<file path="src/rtl/tone_burst_gate.sv">
module tone_burst_gate #(
  parameter int HALF_DIV = 2841
) (
  input  logic clk,
  input  logic rst_n,
  input  logic pwr_en,
  input  logic txen_pin,
  input  logic txen_bit,
  input  logic cont_tone,
  input  logic key_lvl,
  input  logic key_ext,
  output logic tone_out,
  output logic tx_active
);
  localparam int CW  = $clog2(4*HALF_DIV+1);
  localparam int WIN = 2*HALF_DIV + HALF_DIV/4;
  localparam logic [CW-1:0] HM1  = CW'(HALF_DIV-1);
  localparam logic [CW-1:0] H1   = CW'(HALF_DIV);
  localparam logic [CW-1:0] H2   = CW'(2*HALF_DIV);
  localparam logic [CW-1:0] RMAX = CW'(3*HALF_DIV-1);
  localparam logic [CW-1:0] GMAX = CW'(4*HALF_DIV-1);
  localparam logic [CW-1:0] WINC = CW'(WIN);

  logic tx_ok, req;
  logic lvl_act, ext_act, ext_q, trn, burst, ph;
  logic [CW-1:0] lvl_cnt, gap, run, div;

  assign tx_ok = pwr_en & (txen_pin | txen_bit);
  assign req   = tx_ok & (cont_tone | lvl_act | ext_act);

  // level key: half-cycle start, full-cycle stop
  always_ff @(posedge clk or negedge rst_n) begin
    if (!rst_n) begin
      lvl_act <= 1'b0;
      lvl_cnt <= '0;
    end else if (key_lvl == lvl_act) begin
      lvl_cnt <= '0;
    end else if (!lvl_act && lvl_cnt == H1) begin
      lvl_act <= 1'b1;
      lvl_cnt <= '0;
    end else if (lvl_act && lvl_cnt == H2) begin
      lvl_act <= 1'b0;
      lvl_cnt <= '0;
    end else begin
      lvl_cnt <= lvl_cnt + 1'b1;
    end
  end

  // external carrier: train of rising edges within the window
  wire ext_rise = key_ext & ~ext_q;

  always_ff @(posedge clk or negedge rst_n) begin
    if (!rst_n) begin
      ext_q   <= 1'b0;
      gap     <= '0;
      trn     <= 1'b0;
      run     <= '0;
      ext_act <= 1'b0;
    end else begin
      ext_q <= key_ext;
      if (ext_rise)          gap <= '0;
      else if (gap != GMAX)  gap <= gap + 1'b1;
      if (ext_rise)          trn <= 1'b1;
      else if (gap >= WINC)  trn <= 1'b0;
      if (ext_rise && !trn)         run <= '0;
      else if (trn && run != RMAX)  run <= run + 1'b1;
      if (trn && run == RMAX)  ext_act <= 1'b1;
      else if (gap == GMAX)    ext_act <= 1'b0;
    end
  end

  // restartable tone generator, cycle-aligned gating
  always_ff @(posedge clk or negedge rst_n) begin
    if (!rst_n) begin
      burst <= 1'b0;
      ph    <= 1'b0;
      div   <= '0;
    end else if (!tx_ok) begin
      burst <= 1'b0;
      ph    <= 1'b0;
      div   <= '0;
    end else if (!burst) begin
      if (req) begin
        burst <= 1'b1;
        ph    <= 1'b1;
        div   <= '0;
      end
    end else if (div == HM1) begin
      div <= '0;
      if (!ph && !req) burst <= 1'b0;
      else             ph    <= ~ph;
    end else begin
      div <= div + 1'b1;
    end
  end

  assign tone_out  = burst & ph & tx_ok;
  assign tx_active = burst;

  a_r1_gate_off: assert property (@(posedge clk) disable iff (!rst_n)
    !tx_ok |=> !tx_active);
  a_r7_start_high: assert property (@(posedge clk) disable iff (!rst_n)
    ($rose(tx_active) && tx_ok) |-> tone_out);
  a_r7_end_low: assert property (@(posedge clk) disable iff (!rst_n)
    ($fell(tx_active) && $past(tx_ok)) |-> !$past(tone_out));
  a_r3_lvl_set: assert property (@(posedge clk) disable iff (!rst_n)
    $rose(lvl_act) |-> $past(key_lvl));
  a_r4_lvl_clr: assert property (@(posedge clk) disable iff (!rst_n)
    $fell(lvl_act) |-> !$past(key_lvl));
  a_r5_ext_train: assert property (@(posedge clk) disable iff (!rst_n)
    $rose(ext_act) |-> $past(trn));
endmodule

</file>
<file path="config.mk">
export PLATFORM = sky130hd
export DESIGN_NAME = tone_burst_gate
export DESIGN_NICKNAME = d
export VERILOG_FILES = /design/src/rtl/tone_burst_gate.sv
export SDC_FILE = /design/constraint.sdc
export NUM_CORES = 1
export LEC_CHECK = 0
export BUFFER_PORTS_ARGS = -buffer_cell sky130_fd_sc_hd__clkbuf_2
export CAP_MARGIN = 10
export CELL_PAD_IN_SITES_DETAIL_PLACEMENT = 1
export CELL_PAD_IN_SITES_GLOBAL_PLACEMENT = 2
export CORE_MARGIN = 1
export CORE_UTILIZATION = 37
export CTS_BUF_LIST = sky130_fd_sc_hd__clkbuf_4 sky130_fd_sc_hd__clkbuf_8 sky130_fd_sc_hd__clkbuf_16
export CTS_CLUSTER_SIZE = 24
export DETAILED_ROUTE_END_ITERATION = 7
export PLACE_DENSITY_LB_ADDON = 0.08
export SYNTH_ARGS = -nofsm -noshare
export SYNTH_HDL_FRONTEND = slang
export SYNTH_SLANG_ARGS = --single-unit
</file>
<file path="constraint.sdc">
create_clock -name clk -period 1.9 [get_ports clk]
set_clock_uncertainty 0.2 [all_clocks]
set_input_delay 0.285 -clock clk [delete_from_list [all_inputs] [get_ports clk]]
set_output_delay 0.285 -clock clk [all_outputs]
set_load 0.005 [all_outputs]
</file>
# [Word-level counts from Yosys, hierarchy flattened]
# Index checks and enable logic that the tools add are counted.
[op_classes] bitwise=11 n_eq_ne=11 n_addsub=4 muxes=27 reduce_logical=17 magnitude_cmp=1
[op_table] cell="two-way mux 14 bit" count=11
[op_table] cell="adder 14 x 1 -> 14 bit (second input constant)" count=4
[op_table] cell="equality test 14 x 12 -> 1 bit (second input constant)" count=2
[op_table] cell="equality test 14 bit (second input constant)" count=2
[op_table] cell="inequality test 14 bit (second input constant)" count=2
[op_table] cell="two-way mux 1 bit" count=16
[op_table] cell="equality test 14 x 13 -> 1 bit (second input constant)" count=1
[op_table] cell=">= comparator 14 x 13 -> 1 bit (second input constant)" count=1
[op_table] cell="nonzero test 2 bit" count=5
[op_table] cell="logical AND 1 bit" count=6
[op_table] cell="AND 1 bit" count=5
[op_table] cell="logical NOT 1 bit" count=4
[op_table] cell="inequality test 3 x 1 -> 1 bit (second input constant)" count=1
[op_table] cell="inequality test 3 x 2 -> 1 bit (second input constant)" count=1
[op_table] cell="inequality test 3 bit (second input constant)" count=1
[op_table] cell="inverter 1 bit" count=3
[op_table] cell="bitwise OR 1 bit" count=3
[op_table] cell="AND reduction 3 bit" count=1
[op_table] cell="AND reduction 2 bit" count=1
[op_table] cell="equality test 1 bit" count=1
[totals] register_bits=62 wordCells=81 in_bits=8 output_inout_bits=2

# [Longest topological paths before layout]
# Gate-level depths: netlist (run 1).
[logic_depth] ltp_word=9 ltp_mapped=7 depth_no_buf=6

# [Least setup slack after synthesis (run 1)]
# OpenSTA, ideal clock, no wires.
[synth_timing] kind="flip-flop to flip-flop" from="register lvl_cnt[0]" to="register lvl_cnt[10]" stages_incl_launch_ff=8 period_less_slack_ns=1.925 setup_time_ns=0.134 setup_slack_ns=-0.025 arrival_ns=1.591 cell_sequence="dfrtp_1 -> inv_1 -> ha_1 -> nand2b_1 -> or4_4 -> a21oi_4 -> buf_6 -> nor3_1"
[synth_between] elab_chain_len=5
[synth_lines] item="from (decl)" line_no="26" source="logic [CW-1:0] lvl_cnt, gap, run, div;"
[synth_lines] item="from (signal assigned)" line_no="45" source="lvl_cnt <= lvl_cnt + 1'b1;"
[synth_lines] item="parallel branches: the longest is 3 deep, another holds adder 14 x 1 -> 14 bit"
[synth_lines] item="two-way mux 14 bit (*)" line_no="38" source="end else if (!lvl_act && lvl_cnt == H1) begin"
[synth_lines] item="two-way mux 14 bit (*)" line_no="36" source="end else if (key_lvl == lvl_act) begin"
# Mark *: on every way between the ends.
# A chain may end at the register's enable or synchronous reset.

# [Final worst setup path (run 1)]
[layout_timing] from="register lvl_act" to="register lvl_cnt[5]"
[layout_between] elab_chain_len=4
[layout_lines] item="from (decl)" line_no="25" source="logic lvl_act, ext_act, ext_q, trn, burst, ph;"
[layout_lines] item="from (signal assigned)" line_no="34" source="lvl_act <= 1'b0;"
[layout_lines] item="from (signal assigned)" line_no="39" source="lvl_act <= 1'b1;"
[layout_lines] item="from (signal assigned)" line_no="42" source="lvl_act <= 1'b0;"
[layout_lines] item="logical AND 1 bit or logical NOT 1 bit (tied branches)" line_no="41, 38"
[layout_lines] item="two-way mux 14 bit or logical AND 1 bit (tied branches)" line_no="41, 38"
[layout_lines] item="two-way mux 14 bit" line_no="38"
[layout_lines] item="two-way mux 14 bit (*)" line_no="36"
# Every way passes the cells marked *; elsewhere a longest branch is shown, timed or not.

==> metrics, run 1 <==
H-tree Lvls 3; first-pass GRT wire length 14500 um; synthesized area 3400 sq um; Via-to-Cell Ratio 5.39; Top Ports 10; Post-Syn Instances 345; Routability Congestion 0.739; CTS Buffer Depth 2; Seq cells post-synth 62; Crit Path Class flop to flop; HPWL after detailed placement 5830 um; TritonCTS clock tree yes; CTS clk-pin slew, worst paths 0.07 ns; Buffers on Ports 9; Final setup viols 0; sequential fraction of the synthesis area 0.456; routed vias 2830; Core ar. 8810 sq um; FF/Latch Area 1550 sq um; crit path launch type flop; Synth Flop Type dfrtp_1; Sink Count 62; Total Wirelength 8430 um; multi-input logic area 1840 sq um; WP data arrival 1.90 ns; Die X 97.9 um; Rows 34; Initial Utilization 0.386; Yosys warning count 0; Slew Viols, Final 0; failing checks design-rule violations; number of synthesized flops with an enable pin 0; Final Hold Fails 0; largest net degree at the start of global routing 63; layout cells sized above 1 0.261; Tcrit/Tclk final 0.989; Die H 97.9 um; shortest period the worst path allows 1.88 ns; Reg2Reg Launch Point lvl_act; Syn-to-layout area delta 25.4%; status finished, violations left; Overflow after GRT 0; RSZ-0062 raised after global routing true; crit end category flop; Leak 0.00181 uW; drt wl/cell 16.1 um; clk root buf clkbuf_8; Worst Hold Class primary input to flop; FFs w/ async S/R, synth 1.00; Layout Cells excl Fill 525; post-route ant nets 0; DRC viols 1; drt pass-1 iters 6; CP Launch Point lvl_act; Clock Latency Late Sink 0.34 ns; Filler Cells Inserted 1013; GRT Total Usage 0.191; Synth Net Count 362; Worst-Margin Slew 0.467 ns; CP Max Fanout 8; die area 9580 sq um; Max-slew headroom 0.688; Required @ worst endpoint 1.92 ns; placed cells 506; Worst Min Path Start key_lvl; Netlist cell types 53; number of global-route vias before repair 3002; Synth Area per Inst 9.86 sq um; initial antenna violation count 0; Max Cap Violations 0; DR iter-0 viols 59; Final Core Density 0.484; # diodes 0; maximum operating frequency 532 MHz; Cell Pwr Density 796 nW/um^2; Final nets 430; CTS buffer count 9; worst vdd ir 0.464 mV
## layout make-up
| class | instances | share of cell area |
|---|---|---|
| Clock buffer | 11 | 0.0355 |
| Clock inverter | 4 | 0.00528 |
| Inverter | 15 | 0.0132 |
| Multi-Input combinational cell | 258 | 0.432 |
| Sequential cell | 62 | 0.364 |
| Tap cell | 108 | 0.0317 |
| Timing Repair Buffer | 67 | 0.119 |
## sequential cells by signal (all words and copies together), names as in the netlist
signal     cells
trn            1
tx_active      1
lvl_cnt       14
ext_act        1
ph             1
div           14
gap           14
run           14
ext_q          1
lvl_act        1
## logic make-up after synthesis
group | share of synthesized area
and+or+nand+nor | 0.265
muxes | 0.00883
DFF | 0.456
xor gates and xnor gates | 0.0798
adders and majority gates | 0.0331
buffers and inverters | 0.0335
AOI/OAI and AO/OA | 0.124
## synth_stat cells (2+ instances only)
cell type  count  share of area
a21oi_1       11          0.016
nor3_1        20          0.029
nand2b_1       3         0.0055
o31ai_1        4         0.0088
o21ai_0       12          0.018
clkbuf_1       4         0.0044
nand3b_1       2         0.0044
o21a_1         4         0.0088
nand4_1       13          0.024
or3_1          4         0.0074
nor4bb_1       2         0.0059
a2111oi_0      3         0.0077
buf_2          4         0.0059
a211o_1        3         0.0077
or4_1          3         0.0066
nand2_1       27          0.030
dfrtp_1       62           0.46
buf_6          2         0.0066
nand3_1       19          0.028
nand4_4        2          0.013
o41ai_1        4          0.010
ha_1           9          0.033
nor2_1        29          0.032
nor4b_1        3         0.0077
mux2i_1        3         0.0088
o211ai_1       3         0.0066
and4_1         2         0.0052
or4_4          3         0.0099
nor3b_1        4         0.0088
a211oi_1       4         0.0088
inv_1         15          0.017
xnor2_1       26          0.067
nand4b_1       4          0.010
a41oi_1        2         0.0052
nor4_1         6          0.011
xor2_1         5          0.013
and3_1         3         0.0055
## where the power goes
part	leakage [uW]	switching [uW]	internal, uW
registers	0.000831	128	1460
clock network	0.0000910	526	531
logic	0.000893	391	360
total	0.00181	1050	2350
## layout by cell type, fill, tap and decap left out, drive strengths merged, types with 3 or more instances in the layout
cell     synthesis  layout
o21a             4       4
nor3            20      20
o211ai           3       3
inv             15      15
mux2i            3       3
ha               9       9
a211oi           4       4
or4              6       6
or3              4       4
nor4b            3       3
nor3b            4       4
o31ai            4       4
nor2            29      29
and3             3       3
nand4           15      15
nor4             7       7
and4             3       3
nand3           19      19
a211o            3       3
clkbuf           4      19
clkinv           0       3
nand4b           4       4
dfrtp           62      62
buf              6      57
nand2b           3       3
o21ai           12      12
nand2           28      28
a21oi           12      12
a2111oi          4       4
xnor2           26      26
o41ai            4       4
xor2             5       5
## per-stage QoR
step / total power [uW] / instance area, sq um / worst slack [ns] / setup TNS, ns / hold WS, ns
2_1_floorplan: 1960 / 3400 / 0.0568 / 0 / -0.211
3_5_place_dp: 2320 / 3940 / -0.000460 / -0.000460 / 0.130
5_1_grt: 3620 / 4270 / -0.0770 / -0.873 / 0.0290
6_report: 3400 / 4270 / 0.0210 / 0 / 0.0291
4_1_cts: 3410 / 4150 / -0.000735 / -0.000735 / 0.0218
3_3_place_gp: 2290 / 3940 / 0.0496 / 0 / 0.130
## per-layer routing
layer,GRT usage,wire length [um]
met3,0.0379,145
met2,0.328,4130
met4,0.0583,85
met1,0.241,4070
met5,0,0
## path summary, 6_finish.rpt
check	depth (start not counted)	slack (ns)	endpoint
max	5	0.02	lvl_cnt[5]
min in group asynchronous	3	0.30	lvl_cnt[3]
max in group asynchronous	3	0.93	run[4]
min	2	0.03	lvl_act
max reg2reg	5	0.02	lvl_cnt[5]
min reg2reg	1	0.32	run[12]
## critical path: stages, from the launching register on
cell	delay (ns)
dfrtp_1	0.47
nand4bb_1	0.13
or4_4	0.57
a21oi_4	0.19
buf_6	0.15
nor3_1	0.06
## repair_timing
item                                   in CTS  in global routing
resized for setup                           4                 25
pin swaps                                   2                  4
hold buffers                                2                  0
cloned                                      1                  0
setup endpoints to repair                   7                 41
buffers inserted                            0                  1
endpoints found under the hold margin      63                  0
Power figures use the tool's default switching activity.
==> run 2: changes to the inputs <==
- RECOVER_POWER: default -> 25
==> run 2 against run 1 <==
  * The run still ends with design-rule violations left
  * Design area shrank 0.32%
  * Wire length shrank 0.32%
  * Via count shrank 0.11%
  * Die area is the same
  * Clock power is essentially flat
  * Setup slack lost 0.0016 ns
  * Count of clock-buffer cells in the layout is the same
  * Core utilization shrank 0.16 points
  * Critical path depth is the same
  * Combinational power shrank 0.7%
  * Largest cell class unchanged
==> metrics, run 2 (synthesis gave the netlist of run 1 again) <==
worst setup margin 0.0194 ns; Via-to-Cell Ratio 5.38; hold_ws 0.0288 ns; Total Wirelength 8400 um; Overflow after GRT 0; Initial Utilization 0.386; CP Max Fanout 8; RSZ-0062 raised after global routing true; crit path launch type flop; initial antenna violation count 0; Tcrit/Tclk final 0.990; Top Ports 10; Cell Pwr Density 798 nW/um^2; CTS clk-pin slew, worst paths 0.07 ns; WP data arrival 1.90 ns; die area 9580 sq um; H-tree Lvls 3; Sink Count 62; Final Core Density 0.483; DRC viols 1; Worst-Margin Slew 0.887 ns; CP delay by family, top simple AND/OR/NAND/NOR gates; WHS Path Cells 2; drt wl/cell 16.0 um; Leak 0.00181 uW; number of global-route vias before repair 3002; Slew Viols, Final 0; layout cells sized above 1 0.259; CTS Buffer Depth 2; Post-Place Setup Slack -0.000460 ns; TritonCTS clock tree yes; first-pass GRT wire length 14500 um; shortest period the worst path allows 1.88 ns; largest net degree at the start of global routing 63; Filler Cells Inserted 1014; CP max stage delay 0.57 ns; Buffers on Ports 9; DR iter-0 viols 46; buffer and inverter count on the worst path 1; Routability Congestion 0.739; CTS buffer count 9; # diodes 0; worst vdd ir 0.464 mV; commonest non-fill, non-tap cell in the layout dfrtp_1; Crit Path Class flop to flop; cells along the critical path nand4bb_1 -> or4_4 -> a21oi_4 -> buf_6 -> nor3_1; Worst Hold Class primary input to flop; Levels on crit path 5; post-route ant nets 0; Syn-to-layout area delta 25.0%; failing checks design-rule violations; clk root buf clkbuf_8; Die H 97.9 um; routed vias 2827; R2R Setup Slk 0.02 ns; maximum operating frequency 532 MHz; Final Hold Fails 0; Max-slew headroom 0.409; Clock Latency Late Sink 0.34 ns; HPWL after detailed placement 5830 um; Core ar. 8810 sq um; Required @ worst endpoint 1.92 ns; placed cells 506; drt pass-1 iters 6; reg2reg path depth 5; status finished, violations left; commonest cells after routing, fill and taps aside dfrtp_1 (62), buf_4 (53), nor2_1 (29); Slowest-stage cell, CP or4_4; Max Cap Violations 0; Final nets 430; Layout Cells excl Fill 525; crit end category flop; Final setup viols 0; Die X 97.9 um; Rows 34; GRT Total Usage 0.191
-- run 2: cell count changes in the layout (fill, tap and decap cells not counted), sizes merged --
cell    delta
buf        -1
clkbuf     +1
-- run 2: report_power, final --
group          internal [uW]  switching (uW)  leakage, uW
Clock                    531             527    0.0000910
Combinational            357             390     0.000885
Sequential              1460             128     0.000831
-- run 2: worst paths after layout --
kind | start | to
min in group asynchronous | rst_n | lvl_cnt[3]
min | key_lvl | lvl_act
min reg2reg | run[12] | run[12]
max | lvl_act | lvl_cnt[5]
max reg2reg | lvl_act | lvl_cnt[5]
max in group asynchronous | rst_n | run[4]
-- run 2: final cells by class --
type                            count  area, sq um  share of cell area
Inverter                           15         56.3              0.0132
Clock buffer                       11          151              0.0356
Sequential cell                    62         1550               0.365
Tap cell                          108          135              0.0318
Clock inverter                      4         22.5             0.00530
Multi-Input combinational cell    258         1840               0.433
Timing Repair Buffer               67          492               0.116
-- run 2: timing repair --
action	CTS	global route
hold buffers	2	0
gates cloned	1	0
buffers inserted	0	1
resized for setup	4	25
endpoints found under the hold margin	63	0
pin swaps	2	4
endpoints found under the setup margin	7	41
-- run 2: routing by layer --
layer | share of wire | vias to the layer above | global-route usage | wire length [um]
met1 | 0.49 | 1400 | 0.241 | 4100
met3 | 0.017 | 8 | 0.0379 | 145
met4 | 0.010 | 0 | 0.0583 | 85
met5 | 0 | - | 0 | 0
met2 | 0.48 | 17 | 0.328 | 4070
li1 | - | 1402 | - | -
-- run 2: worst reg2reg max path, stage by stage (launching register included) --
cell       delay, ns
dfrtp_1         0.47
nand4bb_1       0.13
or4_4           0.57
a21oi_4         0.19
buf_6           0.15
nor3_1          0.06
-- run 2: through the flow --
step           total power [uW]  instance area, sq um  setup TNS, ns
6_report                   3390                  4250              0
5_1_grt                    3620                  4250         -0.897
4_1_cts                    3410                  4150      -0.000735
3_5_place_dp               2320                  3940      -0.000460
3_3_place_gp               2290                  3940              0
2_1_floorplan              1960                  3400              0
